===== src/rtl/i2c_line_ctl.sv =====
module i2c_line_ctl #(
  parameter int DIV_W = 8
) (
  input  logic             clk,
  input  logic             rst_n,
  input  logic             reg_wr,
  input  logic [7:0]       reg_wdata,
  output logic [7:0]       reg_rdata,
  input  logic [DIV_W-1:0] half_div,
  input  logic             sda_in,
  input  logic             scl_in,
  output logic             sda_oe,
  output logic             scl_oe,
  output logic             eng_rst
);
  localparam int B_EN   = 7;
  localparam int B_IRST = 6;
  localparam int B_XCLK = 5;
  localparam int B_KEY  = 4;
  localparam int B_SCL  = 3;
  localparam int B_SDA  = 2;
  localparam logic [DIV_W-1:0] CNT_ZERO = '0;

  logic             en_q, irst_q, xclk_q, xhigh_q;
  logic [DIV_W-1:0] xcnt_q;
  logic             scl_rel_q, sda_rel_q;
  logic [1:0]       scl_sync_q, sda_sync_q;

  logic en_d, irst_d, ovr_wr, xstart, cnt_end;
  logic unused_wbits;

  assign en_d    = reg_wr ? reg_wdata[B_EN]   : en_q;
  assign irst_d  = reg_wr ? reg_wdata[B_IRST] : irst_q;
  assign ovr_wr  = reg_wr & ~reg_wdata[B_KEY];
  assign xstart  = reg_wr & reg_wdata[B_XCLK] & ~xclk_q;
  assign cnt_end = (xcnt_q == CNT_ZERO);
  assign unused_wbits = ^reg_wdata[1:0];

  always_ff @(posedge clk or negedge rst_n) begin
    if (!rst_n) begin
      en_q   <= 1'b0;
      irst_q <= 1'b0;
    end else begin
      en_q   <= en_d;
      irst_q <= irst_d;
    end
  end

  always_ff @(posedge clk or negedge rst_n) begin
    if (!rst_n) begin
      scl_rel_q <= 1'b1;
      sda_rel_q <= 1'b1;
    end else if (irst_d) begin
      scl_rel_q <= 1'b1;
      sda_rel_q <= 1'b1;
    end else if (ovr_wr) begin
      scl_rel_q <= reg_wdata[B_SCL];
      sda_rel_q <= reg_wdata[B_SDA];
    end
  end

  always_ff @(posedge clk or negedge rst_n) begin
    if (!rst_n) begin
      xclk_q  <= 1'b0;
      xhigh_q <= 1'b0;
      xcnt_q  <= '0;
    end else if (!en_d || irst_d) begin
      xclk_q  <= 1'b0;
      xhigh_q <= 1'b0;
    end else if (xstart) begin
      xclk_q  <= 1'b1;
      xhigh_q <= 1'b0;
      xcnt_q  <= half_div;
    end else if (xclk_q) begin
      if (!cnt_end) begin
        xcnt_q <= xcnt_q - 1'b1;
      end else if (xhigh_q) begin
        xclk_q  <= 1'b0;
        xhigh_q <= 1'b0;
      end else begin
        xhigh_q <= 1'b1;
        xcnt_q  <= half_div;
      end
    end
  end

  always_ff @(posedge clk or negedge rst_n) begin
    if (!rst_n) begin
      scl_sync_q <= 2'b11;
      sda_sync_q <= 2'b11;
    end else begin
      scl_sync_q <= {scl_sync_q[0], scl_in};
      sda_sync_q <= {sda_sync_q[0], sda_in};
    end
  end

  assign scl_oe  = en_q & ~irst_q & (~scl_rel_q | (xclk_q & ~xhigh_q));
  assign sda_oe  = en_q & ~irst_q & ~sda_rel_q;
  assign eng_rst = irst_q;

  assign reg_rdata = {en_q, irst_q, xclk_q, 1'b1, ~scl_oe, ~sda_oe,
                      scl_sync_q[1], sda_sync_q[1]};
endmodule


===== config.mk =====
export PLATFORM = sky130hd
export DESIGN_NAME = i2c_line_ctl
export DESIGN_NICKNAME = d
export VERILOG_FILES = /design/src/rtl/i2c_line_ctl.sv
export SDC_FILE = /design/constraint.sdc
export NUM_CORES = 1
export LEC_CHECK = 0
export BUFFER_PORTS_ARGS = -buffer_cell sky130_fd_sc_hd__buf_2
export CAP_MARGIN = 20
export CELL_PAD_IN_SITES_DETAIL_PLACEMENT = 1
export CELL_PAD_IN_SITES_GLOBAL_PLACEMENT = 1
export CORE_UTILIZATION = 36
export CTS_BUF_LIST = sky130_fd_sc_hd__clkbuf_8
export CTS_CLUSTER_SIZE = 10
export DETAILED_ROUTE_END_ITERATION = 8
export PLACE_DENSITY = 0.74
export SYNTH_ARGS = -nofsm -noshare
export SYNTH_HDL_FRONTEND = slang
export SYNTH_SLANG_ARGS = --single-unit

===== constraint.sdc =====
create_clock -name clk -period 1.7 [get_ports clk]
set_input_delay 0.51 -clock clk [delete_from_list [all_inputs] [get_ports clk]]
set_output_delay 0.51 -clock clk [all_outputs]
set_load 0.005 [all_outputs]

==> results of run 1 <==
-- power breakdown --
group	internal (mW)	switching [mW]	leakage, nW
Clock	0.206	0.166	0.0288
Combinational	0.540	0.485	0.487
Sequential	0.540	0.139	0.212
Total	1.29	0.790	0.727
-- flip-flops by register name (all words and copies together) (netlist names) --
signal and count:
scl_rel_q 1, xclk_q 1, en_q 1, sda_sync_q 2
sda_rel_q 1, eng_rst 1, xcnt_q 8, scl_sync_q 2
xhigh_q 1
-- cell type report --
type	count	area [um^2]	share of cell area, %
clock buffers	4	55.1	3.54
inverters	6	22.5	1.45
multi-input cells	68	642	41.2
flip-flops and latches	18	459	29.5
well taps	31	38.8	2.49
repair buffers	52	339	21.8
-- what timing repair did --
| item | 4_1_cts | 5_1_grt |
|---|---|---|
| resized for setup | 9 | 15 |
| endpoints found under the setup margin | 13 | 13 |
| pin swaps | 1 | 10 |
| buffers inserted | 6 | 10 |
-- layer usage --
layer	vias to the layer above	routed length (um)	global-route usage (%)
li1	470	-	-
met1	492	1230	22.5
met2	25	1680	33.9
met3	4	136	3.17
met4	0	28	8.01
met5	-	0	0
-- cells by family (layout without fill, tap and decap cells) --
| group | count (synthesis) | after routing |
|---|---|---|
| other | 1 | 1 |
| multiplexers | 11 | 11 |
| AO/OA/AOI/OAI | 30 | 30 |
| AND/OR/NAND/NOR | 24 | 24 |
| adder cells (fa/ha/maj) | 2 | 2 |
| buffers and inverters | 16 | 62 |
| flip-flops | 18 | 18 |
-- how the worst min path moves through the flow --
stage                            start                       to  slack [ns]  depth (start not counted)
2_1_floorplan                    rst_n           en_q$_DFF_PN0_        0.21                          0
3_3_place_gp   sda_sync_q[0]$_DFF_PN1_  sda_sync_q[1]$_DFF_PN1_        0.35                          0
3_5_place_dp   scl_sync_q[0]$_DFF_PN1_  scl_sync_q[1]$_DFF_PN1_        0.35                          0
4_1_cts                          rst_n      xhigh_q$_DFFE_PN0P_        0.18                          1
5_1_grt                          rst_n        eng_rst$_DFF_PN0_        0.21                          1
6_report                         rst_n      xhigh_q$_DFFE_PN0P_        0.17                          1
-- per-stage QoR --
stage / TNS, ns / std cells / total power, mW / hold WS (ns) / instance area [um^2]
finish: -0.00246 / 179 / 2.08 / 0.169 / 1560
global route: -0.340 / 179 / 2.19 / 0.209 / 1560
CTS: 0 / 171 / 1.89 / 0.180 / 1420
detailed placement: -1.02 / 161 / 1.40 / 0.348 / 1280
global placement: -0.134 / 161 / 1.35 / 0.346 / 1280
floorplan: 0 / 102 / 1.15 / 0.214 / 1090
-- worst max-delay path: stages (launching register included) --
cell and delay, ns:
dfrtp_1 0.38, inv_2 0.08, ha_4 0.15, nor3b_4 0.15, buf_4 0.15, a2bb2oi_4 0.27, buf_6 0.15, mux2i_1 0.17
o2bb2ai_1 0.08
-- placed cells by master (no fill, tap or decap), drive strengths merged --
cell type	n
o2bb2ai	8
a2bb2oi	2
inv	6
nor4	3
conb	1
nand3b	1
mux2	2
a21oi	4
nor3b	2
or2	1
a211oi	1
nand2b	2
o2111ai	1
a21boi	1
ha	2
buf	52
nand2	2
a41o	1
a211o	2
dfrtp	12
nor2b	2
nor3	5
nor2	3
or4	1
mux2i	9
or3	1
a21o	1
a41oi	1
clkbuf	4
dfstp	6
or3b	1
o211ai	4
o21ai	4
==> run summary, run 1 <==
Status: finished, violations left
Violated checks: design-rule violations, negative setup slack
Total congestion overflow: 0
RSZ-0062 raised after global routing: true
Syn Area/Cell: 10.7 um^2
Num Clock Sinks: 18
Yosys top cell by area: dfrtp_1
Antenna cells: 0
First-pass GRT wire length: 4620 um
Vias per cell: 5.54
Overall Global Routing Usage: 19.0%
Rows: 19
Final worst slack: -0.00246 ns
Fin. Hold Viols: 0
Worst Path Max Fanout: 7
Starting DRC count in detailed routing: 19
Worst slew margin: 58.3%
R2r setup slk: -0.002 ns
Latest clock arrival within the worst-skew pair: 0.26 ns
Worst r2r path cells: 8
Ports: 32
FF-to-FF Start: xcnt_q[0]$_DFFE_PN0P_
H-Tree Depth: 1
Tmin final: 1.70 ns
Setup CP Type: reg -> reg
Compound-Gate Fraction of Synth Area: 21.6%
Worst Hold Class: in -> async
Routed wire length: 3080 um
Post-synth EDFFs: 0
Slew of the pin with the lowest slew margin: 0.624 ns
Post-Place Setup Slack: -0.159 ns
Max-cap violations: 0
Clock slew at reported path FFs: 0.08 ns
Final GP Congestion: 0.746
Timing-limited maximum frequency: 587 MHz
Synth top cells by count: dfrtp_1, mux2i_1, o2bb2ai_1
Via count: 991
#FFs+latches synth: 18
Initial Utilization: 38.9%
Bufs on Longest Clock Path: 2
First drt pass iteration count: 6
Root Buffer: clkbuf_8
P_leak: 0.727 nW
Buffers added on ports: 28
Die ar.: 3250 um^2
Reg-to-Reg End: xcnt_q[5]$_DFFE_PN0P_
Synth Area in XOR/XNOR: 0%
Top FF cell, synth: dfrtp_1
Share of the clock period used by the worst path: 100%
Synth async-reset ratio: 100%
Detail Route Antenna Nets: 0
Post-cts hold buffer count: 0
Setup crit start kind: flip-flop
Residual DRC: 8
CP arrival: 1.85 ns
Cell with the most instances after synthesis: dfrtp_1
Antenna violations before repair: 0
Die height: 57.1 um
CP Data Required Time: 1.85 ns
Largest net degree at the start of global routing: 19
Setup violators final: 1
FILL cells: 321
Maximum vdd ir drop: 0.000662 V
Synthesized netlist cell count: 102
TritonCTS Buffers: 3
Mapped Area: 1090 um^2
Sequential area share after synthesis: 42.0%
TritonCTS clock tree: built
Main combinational cell family by area after synthesis: compound AO/OA/AOI/OAI gates
Largest cells by area after synthesis: dfrtp_1, dfstp_2, mux2i_1, o2bb2ai_1, buf_4
Fin util: 55.5%
Worst setup path end: xcnt_q[5]$_DFFE_PN0P_
Net count after synthesis: 125
YS warnings: 0
Drt wl/cell: 17.2 um
Mux contribution to synthesized area: 10.3%
Post-synthesis simple-gate area fraction: 15.1%
Synth top area share: 27.5%
Number of global-route vias before repair: 965
Crit path capture type: flip-flop
Crit. Startpoint: xcnt_q[0]$_DFFE_PN0P_
Core box area: 2810 um^2
Layout area overhead: 42.7%
Max Slew Vio Count: 0
Net count reported at finish: 172
Share of layout cells above drive strength 1: 56.8%
Dpl hpwl: 1990 um
Chip width: 57.1 um
Pwr dens: 1330 nW/um^2
Adder-Cell Fraction of Synth Area: 2.29%
Worst Skew: 0.00568 ns
Unique cell type count in the Yosys netlist: 40
(Power assumes the default switching activity.)
==> run 2, diff against run 1 <==
--- a/config.mk
+++ b/config.mk
@@ -9,11 +9,11 @@
 export CAP_MARGIN = 20
 export CELL_PAD_IN_SITES_DETAIL_PLACEMENT = 1
 export CELL_PAD_IN_SITES_GLOBAL_PLACEMENT = 1
-export CORE_UTILIZATION = 36
+export CORE_UTILIZATION = 43
 export CTS_BUF_LIST = sky130_fd_sc_hd__clkbuf_8
 export CTS_CLUSTER_SIZE = 10
 export DETAILED_ROUTE_END_ITERATION = 8
-export PLACE_DENSITY = 0.74
+export PLACE_DENSITY = 0.83
 export SYNTH_ARGS = -nofsm -noshare
 export SYNTH_HDL_FRONTEND = slang
 export SYNTH_SLANG_ARGS = --single-unit
==> constraint.sdc (replaced) <==
create_clock -name clk -period 2 [get_ports clk]
set_input_delay 0.6 -clock clk [delete_from_list [all_inputs] [get_ports clk]]
set_output_delay 0.6 -clock clk [all_outputs]
set_load 0.005 [all_outputs]
==> run summary, run 2 (synthesis gave the netlist of run 1 again) <==
Post-route insts no fill: 155 (was 179)
Antenna cells: 0 (unchanged)
Buffers added on ports: 28 (unchanged)
R2r setup slk: 0.17 ns (was -0.002 ns)
Final GP Congestion: 0.762 (was 0.746)
Clock slew at reported path FFs: 0.07 ns (was 0.08 ns)
Commonest non-fill, non-tap cell in the layout: buf_2 (unchanged)
Worst Hold Class: in -> async (unchanged)
Critical Path Max Stage Delay: 0.44 ns (was 0.38 ns)
Timing-limited maximum frequency: 512 MHz
Switch share: 37.3% (was 38.1%)
Starting DRC count in detailed routing: 5 (was 19)
Critical Path, Cell by Cell: nand2b_2 > or2_2 > inv_1 > buf_2 (was inv_2 > ha_4 > nor3b_4 > buf_4 > a2bb2oi_4 > buf_6 > mux2i_1 > o2bb2ai_1)
Share of layout cells above drive strength 1: 43.3% (was 56.8%)
Setup violators final: 0 (was 1)
Slew of the pin with the lowest slew margin: 0.615 ns (was 0.624 ns)
Number of global-route vias before repair: 903 (was 965)
Slowest stage cell, crit path: dfrtp_2 (was dfrtp_1)
Root Buffer: clkbuf_8 (unchanged)
Max-cap violations: 0 (unchanged)
Setup CP Type: reg -> out (was reg -> reg)
Antenna violations before repair: 0 (unchanged)
Max reg flops: 8 (unchanged)
Pwr dens: 1100 nW/um^2 (was 1330 nW/um^2)
Setup bufs post-CTS: 0 (was 6)
Initial Utilization: 47.5% (was 38.9%)
Dpl hpwl: 1940 um (was 1990 um)
PostCTS Resize Cnt: 0 (was 9)
Die height: 52.4 um (was 57.1 um)
Rows: 17 (was 19)
Status: finished, final reports clean (was finished, violations left)
Fin. Hold Viols: 0 (unchanged)
Via count: 897 (was 991)
First drt pass iteration count: 2 (was 6)
Ports: 32 (unchanged)
Maximum vdd ir drop: 0.000731 V (was 0.000662 V)
Placed insts: 151 (was 161)
TritonCTS Buffers: 3 (unchanged)
Tmin final: 1.95 ns
Worst slew margin: 58.9% (was 58.3%)
H-Tree Depth: 1 (unchanged)
CP Data Required Time: 1.40 ns (was 1.85 ns)
Die ar.: 2740 um^2 (was 3250 um^2)
CP arrival: 1.35 ns (was 1.85 ns)
P_leak: 0.587 nW (was 0.727 nW)
Net count reported at finish: 151 (was 172)
RSZ-0062 raised after global routing: false (was true)
Fin Setup TNS: 0 ns (was -0.00246 ns)
Vias per cell: 5.79 (was 5.54)
Share of the clock period used by the worst path: 97.6%
Overall Global Routing Usage: 21.5% (was 19.0%)
Register share of total power: 42.8% (was 32.7%)
Pint: 0.879 mW (was 1.29 mW)
Chip width: 52.4 um (was 57.1 um)
Crit path capture type: output pin (was flip-flop)
Reg-to-Reg End: xcnt_q[3]$_DFFE_PN0P_ (was xcnt_q[5]$_DFFE_PN0P_)
Worst r2r path cells: 6 (was 8)
Layout area overhead: 17.2% (was 42.7%)
Worst Path Max Fanout: 6 (was 7)
Total congestion overflow: 0 (unchanged)
Clock Power Share: 21.2% (was 17.9%)
Drt wl/cell: 16.4 um (was 17.2 um)
Max Slew Vio Count: 0 (unchanged)
Setup crit start kind: flip-flop (unchanged)
Comb pwr share: 36.0% (was 49.4%)
Registers with the most flip-flops: xcnt_q (8), scl_sync_q (2), sda_sync_q (2) (unchanged)
First-pass GRT wire length: 4190 um (was 4620 um)
Latest clock arrival within the worst-skew pair: 0.26 ns (about the same)
Largest net degree at the start of global routing: 19 (unchanged)
Most frequent cells in the layout: buf_2, dfrtp_1, mux2i_1 (was buf_2, buf_4, dfrtp_1)
TritonCTS clock tree: built (unchanged)
FILL cells: 272 (was 321)
Core box area: 2300 um^2 (was 2810 um^2)
Post-cts hold buffer count: 0 (unchanged)
Num Clock Sinks: 18 (unchanged)
Routed wire length: 2540 um (was 3080 um)
Residual DRC: 0 (was 8)
P_sw: 0.523 mW (was 0.790 mW)
Worst Skew: 0.00381 ns (was 0.00568 ns)
Bufs on Longest Clock Path: 2 (unchanged)
FF-to-FF Start: xcnt_q[0]$_DFFE_PN0P_ (unchanged)
Detail Route Antenna Nets: 0 (unchanged)
Top reg by flops: xcnt_q (unchanged)
run 2: changes by cell type in the layout (fill, tap and decap cells not counted), moves of 2 or more:
cell,previous run,this run
buf_6,5,0
inv_1,4,6
inv_2,2,0
o2bb2ai_1,6,8
buf_4,19,3
run 2: layer usage:
metal,global-route usage [%],wire (um)
met3,5.22,96
met4,5.26,27
met1,23.4,1040
met2,40.9,1380
met5,0,0
run 2: through the flow:
stage          power (mW)  util (%)  hold WS (ns)  worst slack (ns)  cell area (um^2)
6_report             1.40      55.7         0.266            0.0475              1280
3_3_place_gp         1.07      53.1         0.346             0.163              1220
3_5_place_dp         1.11      53.1         0.351             0.111              1220
4_1_cts              1.42      55.5         0.270           0.00438              1270
2_1_floorplan       0.979         -         0.304             0.332              1090
5_1_grt              1.50      55.7         0.295           0.00120              1280
run 2: how the worst max path moves through the flow:
stage / start / end / slack (ns)
2_1_floorplan: reg_wr / xcnt_q[3]$_DFFE_PN0P_ / 0.33
3_3_place_gp: reg_wr / xcnt_q[6]$_DFFE_PN0P_ / 0.16
3_5_place_dp: reg_wr / xcnt_q[6]$_DFFE_PN0P_ / 0.11
4_1_cts: eng_rst$_DFF_PN0_ / sda_oe / 0.004
5_1_grt: eng_rst$_DFF_PN0_ / sda_oe / 0.001
6_report: eng_rst$_DFF_PN0_ / sda_oe / 0.05
run 2: power groups by stage:
stage               clock [mW]  combinational, mW  sequential [mW]
floorplan                    0              0.432            0.548
global placement             0              0.477            0.589
detailed placement           0              0.509            0.600
CTS                      0.309              0.511            0.596
global route             0.318              0.567            0.612
finish                   0.297              0.505            0.600
run 2: cell type report:
type / count / area, um^2 / share of cell area, %
flip-flops and latches: 18 / 459 / 35.9
well taps: 28 / 35.0 / 2.74
multi-input cells: 68 / 544 / 42.6
inverters: 6 / 22.5 / 1.76
repair buffers: 31 / 163 / 12.7
clock buffers: 4 / 55.1 / 4.31
run 2: critical path, delay by kind of cell (launching register included):
kind                   cells  cell delay, ns
buffers and inverters      2            0.15
DFF                        1            0.44
and+or+nand+nor            2            0.51
